<file path="src/rtl/segws_pkg.sv">
`timescale 1ns/1ps
// Shared types and helpers for the segment wait-state controller.
// Assumes one configuration byte per segment with a fixed field layout.
package segws_pkg;

    localparam int CFG_W  = 8;
    localparam int WAIT_W = 4;

    typedef enum logic [1:0] {
        BW_8   = 2'd0,
        BW_16  = 2'd1,
        BW_32  = 2'd2,
        BW_32X = 2'd3
    } bus_width_e;

    // Packed MSB first: [7:6] burst count, [5:3] random code, [2] page, [1:0] width
    typedef struct packed {
        logic [1:0] seq_wait;
        logic [2:0] nseq_code;
        logic       page_en;
        bus_width_e width;
    } seg_cfg_t;

    typedef enum logic {
        ST_IDLE = 1'b0,
        ST_RUN  = 1'b1
    } ctl_state_e;

    localparam seg_cfg_t CFG_RESET = '{seq_wait: 2'd3, nseq_code: 3'd7,
                                       page_en: 1'b0, width: BW_32};

    // Wait cycles for one beat: burst count or random code plus one.
    function automatic logic [WAIT_W-1:0] beat_wait(input seg_cfg_t c, input logic use_seq);
        if (use_seq)
            return {2'b00, c.seq_wait};
        return {1'b0, c.nseq_code} + 4'd1;
    endfunction

    // Index of the final beat for the segment width.
    function automatic logic [1:0] last_beat(input seg_cfg_t c);
        case (c.width)
            BW_8:    return 2'd3;
            BW_16:   return 2'd1;
            default: return 2'd0;
        endcase
    endfunction

endpackage

</file>
<file path="src/rtl/segws_cfg_regs.sv">
`timescale 1ns/1ps
// Per-segment configuration register file.
// Holds one byte per segment, written through a simple port and read
// combinationally by segment index. Writes to an index past the last
// segment are dropped; out-of-range reads return the reset value.
module segws_cfg_regs
    import segws_pkg::*;
#(
    parameter int NUM_SEG = 6,
    parameter int SEL_W   = 3
) (
    input  logic                 clk,
    input  logic                 rst_n,
    input  logic                 wr_en,
    input  logic [SEL_W-1:0]     wr_sel,
    input  logic [CFG_W-1:0]     wr_data,
    input  logic [SEL_W-1:0]     rd_sel,
    output seg_cfg_t             rd_cfg
);

    seg_cfg_t regs [NUM_SEG];

    for (genvar g = 0; g < NUM_SEG; g++) begin : g_seg
        seg_cfg_t r;

        // Store the configuration byte for this segment.
        always_ff @(posedge clk) begin
            if (!rst_n)
                r <= CFG_RESET;
            else if (wr_en && (int'(wr_sel) == g))
                r <= seg_cfg_t'(wr_data);
        end

        assign regs[g] = r;
    end

    // Select the record of the requested segment.
    always_comb begin
        rd_cfg = CFG_RESET;
        for (int i = 0; i < NUM_SEG; i++) begin
            if (int'(rd_sel) == i)
                rd_cfg = regs[i];
        end
    end

endmodule

</file>
<file path="src/rtl/segws_wait_timer.sv">
`timescale 1ns/1ps
// Down-counter that times the strobe cycles of one beat.
// A load sets the remaining wait count; expired is high in the final
// strobe cycle of the beat (count zero). Rests at zero when idle.
module segws_wait_timer
    import segws_pkg::*;
(
    input  logic              clk,
    input  logic              rst_n,
    input  logic              load,
    input  logic [WAIT_W-1:0] load_val,
    output logic              expired
);

    logic [WAIT_W-1:0] cnt;

    // Load a new beat or count the current one down.
    always_ff @(posedge clk) begin
        if (!rst_n)
            cnt <= '0;
        else if (load)
            cnt <= load_val;
        else if (cnt != '0)
            cnt <= cnt - 1'b1;
    end

    assign expired = (cnt == '0);

endmodule

</file>
<file path="src/rtl/segws_lane_path.sv">
`timescale 1ns/1ps
// Data lane steering for narrow segments.
// Drives the current write lane on the low bus bits and places each
// captured read lane at its position in the assembled word.
// Assumes DATA_W is divisible by four.
module segws_lane_path
    import segws_pkg::*;
#(
    parameter int DATA_W = 32
) (
    input  logic              clk,
    input  logic              rst_n,
    input  bus_width_e        width,
    input  logic [1:0]        beat,
    input  logic [DATA_W-1:0] wr_word,
    input  logic [DATA_W-1:0] bus_rd,
    input  logic              capture,
    output logic [DATA_W-1:0] bus_wr,
    output logic [DATA_W-1:0] rd_word
);

    localparam int QW = DATA_W / 4;
    localparam int HW = DATA_W / 2;

    // Pick the write lane for the current beat.
    always_comb begin
        bus_wr = '0;
        case (width)
            BW_8:    bus_wr[QW-1:0] = wr_word[int'(beat) * QW +: QW];
            BW_16:   bus_wr[HW-1:0] = wr_word[int'(beat[0]) * HW +: HW];
            default: bus_wr = wr_word;
        endcase
    end

    // Merge the read lane of the finishing beat into the word.
    always_ff @(posedge clk) begin
        if (!rst_n)
            rd_word <= '0;
        else if (capture) begin
            case (width)
                BW_8:    rd_word[int'(beat) * QW +: QW]    <= bus_rd[QW-1:0];
                BW_16:   rd_word[int'(beat[0]) * HW +: HW] <= bus_rd[HW-1:0];
                default: rd_word <= bus_rd;
            endcase
        end
    end

endmodule

</file>
<file path="src/rtl/seg_wait_ctrl.sv">
`timescale 1ns/1ps
// Segment wait-state bus cycle controller (top).
// Accepts one access at a time while idle, copies the segment's
// configuration, and runs one to four beats with programmed waits,
// strobe held low throughout. Raises done for one cycle afterwards.
// Assumes requesters hold off while busy; such requests are dropped.
module seg_wait_ctrl
    import segws_pkg::*;
#(
    parameter int NUM_SEG = 6,
    parameter int DATA_W  = 32,
    localparam int SEL_W  = (NUM_SEG > 1) ? $clog2(NUM_SEG) : 1
) (
    input  logic              clk,
    input  logic              rst_n,
    input  logic              cfg_we,
    input  logic [SEL_W-1:0]  cfg_sel,
    input  logic [CFG_W-1:0]  cfg_wdata,
    input  logic              req,
    input  logic [SEL_W-1:0]  req_seg,
    input  logic              req_seq,
    input  logic              req_write,
    input  logic [DATA_W-1:0] req_wdata,
    output logic              busy,
    output logic              done,
    output logic [DATA_W-1:0] rd_data,
    output logic              bus_oe_n,
    output logic              bus_we_n,
    output logic [1:0]        bus_beat,
    output logic [DATA_W-1:0] bus_wdata,
    input  logic [DATA_W-1:0] bus_rdata
);

    ctl_state_e        state;
    seg_cfg_t          sel_cfg;
    seg_cfg_t          cur_cfg;
    logic              cur_wr;
    logic [DATA_W-1:0] cur_wdata;
    logic [1:0]        beat;
    logic              accept;
    logic              expired;
    logic              beat_end;
    logic              is_last;
    logic              tmr_load;
    logic [WAIT_W-1:0] tmr_val;
    logic [WAIT_W-1:0] first_wait;
    logic [WAIT_W-1:0] next_wait;

    segws_cfg_regs #(
        .NUM_SEG (NUM_SEG),
        .SEL_W   (SEL_W)
    ) cfg_i (
        .clk     (clk),
        .rst_n   (rst_n),
        .wr_en   (cfg_we),
        .wr_sel  (cfg_sel),
        .wr_data (cfg_wdata),
        .rd_sel  (req_seg),
        .rd_cfg  (sel_cfg)
    );

    // Decide acceptance and the wait counts of first and later beats.
    always_comb begin
        accept     = req && (state == ST_IDLE) && (int'(req_seg) < NUM_SEG);
        first_wait = beat_wait(sel_cfg, sel_cfg.page_en && req_seq);
        next_wait  = beat_wait(cur_cfg, cur_cfg.page_en);
        beat_end   = (state == ST_RUN) && expired;
        is_last    = (beat == last_beat(cur_cfg));
        tmr_load   = accept || (beat_end && !is_last);
        tmr_val    = accept ? first_wait : next_wait;
    end

    segws_wait_timer timer_i (
        .clk      (clk),
        .rst_n    (rst_n),
        .load     (tmr_load),
        .load_val (tmr_val),
        .expired  (expired)
    );

    // Sequence idle and running states and track the beat index.
    always_ff @(posedge clk) begin
        if (!rst_n) begin
            state     <= ST_IDLE;
            cur_cfg   <= CFG_RESET;
            cur_wr    <= 1'b0;
            cur_wdata <= '0;
            beat      <= 2'd0;
            done      <= 1'b0;
        end else begin
            done <= beat_end && is_last;
            if (accept) begin
                state     <= ST_RUN;
                cur_cfg   <= sel_cfg;
                cur_wr    <= req_write;
                cur_wdata <= req_wdata;
                beat      <= 2'd0;
            end else if (beat_end) begin
                if (is_last)
                    state <= ST_IDLE;
                else
                    beat <= beat + 2'd1;
            end
        end
    end

    segws_lane_path #(
        .DATA_W (DATA_W)
    ) lane_i (
        .clk     (clk),
        .rst_n   (rst_n),
        .width   (cur_cfg.width),
        .beat    (beat),
        .wr_word (cur_wdata),
        .bus_rd  (bus_rdata),
        .capture (beat_end && !cur_wr),
        .bus_wr  (bus_wdata),
        .rd_word (rd_data)
    );

    assign busy     = (state == ST_RUN);
    assign bus_oe_n = !(busy && !cur_wr);
    assign bus_we_n = !(busy && cur_wr);
    assign bus_beat = beat;

endmodule

</file>
<file path="config.mk">
export PLATFORM = sky130hd
export DESIGN_NAME = seg_wait_ctrl
export DESIGN_NICKNAME = d
export VERILOG_FILES = /design/src/rtl/segws_pkg.sv /design/src/rtl/segws_cfg_regs.sv /design/src/rtl/segws_wait_timer.sv /design/src/rtl/segws_lane_path.sv /design/src/rtl/seg_wait_ctrl.sv
export SDC_FILE = /design/constraint.sdc
export NUM_CORES = 1
export LEC_CHECK = 0
export ABC_AREA = 1
export ABC_CLOCK_PERIOD_IN_PS = 3600
export CORE_MARGIN = 8
export CORE_UTILIZATION = 25
export CTS_CLUSTER_DIAMETER = 40
export DETAILED_ROUTE_END_ITERATION = 8
export GPL_TIMING_DRIVEN = 0
export PLACE_DENSITY = 0.43
export SYNTH_ARGS = -nofsm -noshare
export SYNTH_HDL_FRONTEND = slang
export SYNTH_SLANG_ARGS = --single-unit
</file>
<file path="constraint.sdc">
create_clock -name clk -period 3.6 [get_ports clk]
set_clock_uncertainty 0.2 [all_clocks]
set_input_delay 0.54 -clock clk [delete_from_list [all_inputs] [get_ports clk]]
set_output_delay 0.54 -clock clk [all_outputs]
set_load 0.01 [all_outputs]
</file>
# After elaboration in Yosys (flattened, before gate mapping)

Cells that the tools add are included.

Flip-flop bits (word level): 129
Bits of input ports: 84
Logic and storage cells: 120

Add/sub/neg operators: 6
Magnitude comparators: 1
Eq/ne operators: 12
Shift-type cells: 6
Mux-type cells: 25
Bitwise gates (word level): 3
Reductions and logical operators: 32

Operators by type and width:

| kind                     | count |
|---|---|
| $neg 5->33               | 2 |
| $bwmux 32                | 2 |
| $pmux 32 s2              | 1 |
| $mux 8                   | 6 |
| $shift 16x33->32 const A | 1 |
| $shift 8x33->32 const A  | 1 |
| $shiftx 16x33->32        | 1 |
| $shiftx 8x33->32         | 1 |
| $pmux 8 s2               | 2 |
| $shiftx 32x6->16         | 1 |
| $shiftx 32x6->8          | 1 |
| $mux 4                   | 7 |
| $eq 3x3->1 const B       | 8 |
| $mux 16                  | 1 |
| $logic_and 1x1->1        | 15 |
| $add 3x1->4 const B      | 2 |
| $eq 3x2->1 const B       | 2 |
| $logic_not 3->1          | 2 |
| $reduce_bool 2->1        | 3 |
| $mux 1                   | 5 |
| $logic_not 1->1          | 4 |
| $logic_not 4->1          | 1 |
| $pmux 2 s2               | 1 |
| $reduce_and 2->1         | 2 |
| other kinds (10)         | 13 |

# Logic depth before layout (Yosys ltp)

Depth after elaboration: 12
Mapped depth: 15
Depth with buffers taken out: 14

# Cells and area by module

From an unflattened synthesis, not the netlist that was laid out.

Cells, all modules: 1203
Area, all modules: 7537.2 um2

By module, submodules not included:

| module           | instances | cells an instance | area an instance (um2) |
|---|---|---|---|
| segws_lane_path  | 1         | 610               | 3264.4 |
| segws_cfg_regs   | 1         | 312               | 2195.9 |
| seg_wait_ctrl    | 1         | 241               | 1829.3 |
| segws_wait_timer | 1         | 40                | 247.7 |

# Worst setup path before layout

Ideal clock, no wire load.

Path type: register to output
Start point: register beat[0], in the netlist bus_beat[0]
End point: output bus_wdata[7]
Data arrival time: 1.641 ns
Path slack: 1.219 ns
Stages on the path, launching flop included: 10
Cells stage by stage: dfxtp_1 -> buf_2 -> inv_2 -> nor2_2 -> buf_4 -> clkinv_1 -> nand2_1 -> o22ai_1 -> a31oi_1 -> o21ai_0

Word-level cells in the longest chain between the ends: 2
Elaborated cells between the ends (all ways): 3

Ends and longest elaborated chain:

| item                                                | line                                         | source |
|---|---|---|
| start: declaration                                  | seg_wait_ctrl.sv:39                          | `logic [1:0] beat;` |
| start signal: assignment                            | seg_wait_ctrl.sv:102                         | `beat <= beat + 2'd1;` |
| $shiftx 32x6->16 or $shiftx 32x6->8 (tied branches) | segws_lane_path.sv:30, segws_lane_path.sv:29 |  |
| $pmux 8 s2 *                                        | segws_lane_path.sv:28                        | `case (width)` |
| end: declaration                                    | seg_wait_ctrl.sv:30                          | `output logic [DATA_W-1:0] bus_wdata,` |

Every way passes the cells marked *; elsewhere a longest branch is shown, timed or not.

# Final worst setup path

Ends and elaborated chain as after synthesis.

==> results.txt <==
The run finished with clean final reports. The setup slack on the worst flop-to-flop path came out at between 1000 and 1500 ps. The total number of clock tree sinks is between 100 and 150. The final hold violation count is 0.

In this run the clock root is driven by a clkbuf_16. The most area-hungry cell type in the Yosys netlist is dfxtp_1. The Yosys warning count came out at 0. The worst hold slack across all endpoints is about 250 ps. The height of the chip is around 180 um. The number of antenna diodes came out at 0. The net count after synthesis is ~1,000. The total I/O pin count came out at about 150. The worst-margin pin slew is 1115 ps.

The master of the slowest instance on the critical path is clkdlybuf4s50_1. The total of flip-flops plus latches after synthesis is roughly 130. The number of DRC markers in iteration 0 is around 500. The clock network accounts for roughly two fifths of the total power. The starting density of the core is about a quarter. The count of nets left with antenna violations once routing finished came out at 0. The setup-violating endpoint count in the final report is 0. In this design, the stage delay of the slowest critical-path cell is around 500 ps. The total power density per cell area is about 490 mW/mm2. The global placement routability congestion came out at between 0.8 and 0.9. The required arrival time at the worst endpoint came out at about 2900 ps. The clock tree synthesis step divided the H-tree into 4 levels. The fraction of final layout cells with drive strength greater than 1 came out at approximately 6.8%. The final clock period utilization by the worst path is between 90 and 100%. The internal portion of the total power is approximately 3.1 mW. The clock period minus worst slack is 3410 ps.

Headroom to the max-slew limit came out at about 25%. Sorting the synthesized cells by area gives the leading types as dfxtp_1 (40%), nand2_1 (14%), inv_1 (7.7%). The kind of end point of the critical path is a primary output. The via count of the first global-routing pass came out at about 7,000. TritonCTS built the clock tree. The worst setup path is of the flop to primary output kind. The site row count came out at 59. Setup repair after global routing left no endpoint under its margin. The top cell type's share of synthesized area is roughly 40%. The count of buffers added on input and output ports is 153.

Once layout is complete, the utilization of the core stands at about a third. The main combinational cell family by area after synthesis is simple AND/OR/NAND/NOR gates. The synthesized area is between 0.006 and 0.007 mm2.

The switching share of total power is around 30%. Entering global routing, the biggest net connects 17 pins. The cell count after placement came out at roughly 1,400. The initial antenna violation count is 0. The worst hold path depth is 2. The mean number of vias per cell is 4.650. The peak ir drop on the vdd network is about 0.31 mV. The simple-gate share of the synthesized area came out at 25.59%.

The critical path startpoint category is a flop. Once detailed placement completed, the half-perimeter wirelength came to approximately 20,000 um. The startpoint identified for the worst hold timing path is cfg_i.g_seg[3].r[5]. The layout net count came out at 1,204. The depth of the worst register-to-register path came out at 9. For the worst setup path, the data arrival time is ~2700 ps. In this run the worst hold path is classified as flop to flop. The synthesized netlist cell count came out at 939. After synthesis, the share of cell area in mux cells is 0%. The maximum count of clock buffers along a single path is 2. The wire length per cell after detailed routing came out at about 17 um. The number of buffers created by CTS is 17.

The net load switching power is approximately 1.3 mW. The area of the core region is ~0.026 mm2. The die span in x came out at 177.2 um.

After detailed routing, the total wire length is ~26,000 um. The number of fill cells in the layout came out at ~2,800. The critical path goes through buf_2, inv_2, nor2_2, buf_4, inv_4, nand2_1, o22ai_1, a31oi_1, o21ai_0, clkdlybuf4s50_1. The total number of vias came out at 6,789. The count of different cell masters after synthesis came out at 39. In this run the critical register-to-register path is captured at lane_i.rd_word[23]. The first global-routing pass estimated 40,030 um of wire.

The post-CTS clock slew at the launch and capture registers of the worst setup and hold paths is roughly 60 ps. The worst hold path terminates at cfg_i.g_seg[3].r[5]. Summed over all cells, the static leakage comes to 3.705 nW. The relative contribution of sequential cells to total power is a little under two fifths. The worst flop-to-flop path startpoint is bus_beat[0]. In this run, post-CTS hold repair placed 0 buffers. The maximum net fanout on the critical path is 11. The compound-gate portion of the synthesized area came out at a little over a fifth. The mean instance size in the synthesized netlist came out at around 6.9 um2. The die covers 0.03141 mm2.

The count of unresolved DRC violations after routing came out at 0. For this run, the register share of the synthesized area comes to between 30% and 40%. The number of cells in the finished layout apart from fillers came out at around 1,500. The upper clock frequency limit came out at approximately 0.3 GHz. Of the total synthesized cell area, the portion taken by XOR and XNOR cells is less than 1%. The final number of max-transition violations came out at 0.

Across the run, the number of max-cap violations was 0. The total global routing track utilization came out at between 10% and 20%. The synthesized netlist devotes under 10% of its cell area to adder and majority cells. Before CTS, the worst setup slack after placement is around 320 ps. The latest clock arrival within the worst-skew pair is about 420 ps. The count of TritonRoute iterations in the first routing pass came out at 5.

The area overhead of the layout relative to synthesis is 39.82%. The final worst slack came out at 190.3 ps. The fraction of power consumed by combinational cells is between 20% and 30%. Summed over all layers, the global routing overflow is 0. The summed negative setup slack over all endpoints is 0 ps.
registers in the layout (all words and copies together), names as in the netlist:
register,cells
bus_beat,2
busy,1
cfg_i.g_seg.r,48
cur_cfg,8
cur_wdata,32
cur_wr,1
done,1
lane_i.rd_word,32
timer_i.cnt,4
kinds of logic after synthesis:
group	count (synthesis)
adder cells (fa/ha/maj)	8
buffers and inverters	182
flip-flops	129
AND/OR/NAND/NOR	386
XOR/XNOR	3
AO/OA/AOI/OAI	231
Yosys cell counts:
| cell type | n |
|---|---|
| nor4_1 | 3 |
| nand3_1 | 56 |
| buf_6 | 1 |
| a21oi_1 | 34 |
| a22o_1 | 16 |
| o32ai_1 | 8 |
| inv_1 | 133 |
| buf_1 | 2 |
| o2111ai_1 | 1 |
| a21oi_2 | 2 |
| a31oi_1 | 23 |
| nor2_2 | 5 |
| ha_1 | 8 |
| nor2_1 | 56 |
| inv_2 | 8 |
| o21ai_0 | 82 |
| nor3_4 | 2 |
| nand4_1 | 5 |
| nor3_1 | 2 |
| nand2_1 | 239 |
| nor3_2 | 2 |
| nor2_4 | 5 |
| o211ai_1 | 13 |
| a22oi_1 | 2 |
| o221ai_1 | 4 |
| or2_2 | 3 |
| or2_1 | 3 |
| o22ai_1 | 36 |
| a41oi_1 | 9 |
| dfxtp_1 | 129 |
| xor2_1 | 3 |
| o211ai_2 | 1 |
| clkinv_1 | 2 |
| clkbuf_1 | 30 |
| buf_4 | 1 |
| buf_2 | 5 |
| nand3_2 | 1 |
| nand2_2 | 2 |
| nand3b_1 | 2 |
critical path: cells and delay by family (launching register included):
kind,cells,cell delay [ps]
and+or+nand+nor,2,250
buffers and inverters,5,1190
DFF,1,400
AOI/OAI and AO/OA,3,400
through the flow:
step | cell area (um2) | power, mW
6_report | 9085 | 4.437
5_1_grt | 9085 | 4.677
4_1_cts | 9075 | 4.502
3_5_place_dp | 8448 | 2.647
3_3_place_gp | 8448 | 2.649
2_1_floorplan | 6497 | 2.177
routing by layer:
layer  up-vias  wire (um)  GRT usage, %
met4         0        446         5.639
met5         -          0             0
met2       184      12090         27.50
li1       3486          -             -
met3        31       1345         3.051
met1      3088      11660         20.72
layout by cell type (no fill, tap or decap), types with 4 or more instances in the layout:
| cell type | n |
|---|---|
| dfxtp_1 | 129 |
| a41oi_1 | 9 |
| ha_1 | 8 |
| o32ai_1 | 8 |
| clkdlybuf4s50_1 | 153 |
| a22o_1 | 16 |
| clkbuf_16 | 17 |
| nand2_1 | 239 |
| nor2_2 | 5 |
| nand4_1 | 5 |
| nor2_1 | 55 |
| nor2_4 | 6 |
| nand3_1 | 56 |
| inv_1 | 133 |
| o221ai_1 | 4 |
| a31oi_1 | 23 |
| clkbuf_1 | 28 |
| a21oi_1 | 34 |
| o22ai_1 | 36 |
| inv_2 | 8 |
| o21ai_0 | 82 |
| o211ai_1 | 13 |
| buf_2 | 6 |
worst max-delay path by stage:
stage                      from       endpoint  slack, ps  cells past startpoint
floorplan           bus_beat[0]   bus_wdata[7]       1220                      9
global placement     cur_cfg[1]  bus_wdata[15]        330                      5
detailed placement  bus_beat[0]   bus_wdata[7]        320                     10
CTS                 bus_beat[0]   bus_wdata[7]         40                     10
global route        bus_beat[0]   bus_wdata[7]         30                     10
finish              bus_beat[0]   bus_wdata[7]        190                     10
power groups by stage:
stage	Clock, mW	Sequential (mW)	Combinational [mW]
after detailed placement	0	1.67	0.972
after global routing	1.93	1.66	1.08
after global placement	0	1.67	0.974
after CTS	1.88	1.64	0.979
final	1.83	1.64	0.970
after floorplan	0	1.68	0.499
layout make-up:
type / instances / area, um2 / share of cell area (%)
Buffer: 39 / 168.9 / 1.859
Clock buffer: 20 / 456.7 / 5.027
Clock inverter: 12 / 157.7 / 1.735
Inverter: 143 / 539.3 / 5.936
Multi-Input combinational cell: 628 / 3222 / 35.46
Sequential cell: 129 / 2582 / 28.43
Tap cell: 335 / 419.2 / 4.614
Timing Repair Buffer: 154 / 1539 / 16.94
repair_timing:
item,CTS,global route
pin swaps,1,0
setup endpoints to repair,12,6
setup buffers,1,0
gates resized for setup,4,5
Power figures use the tool's default switching activity.
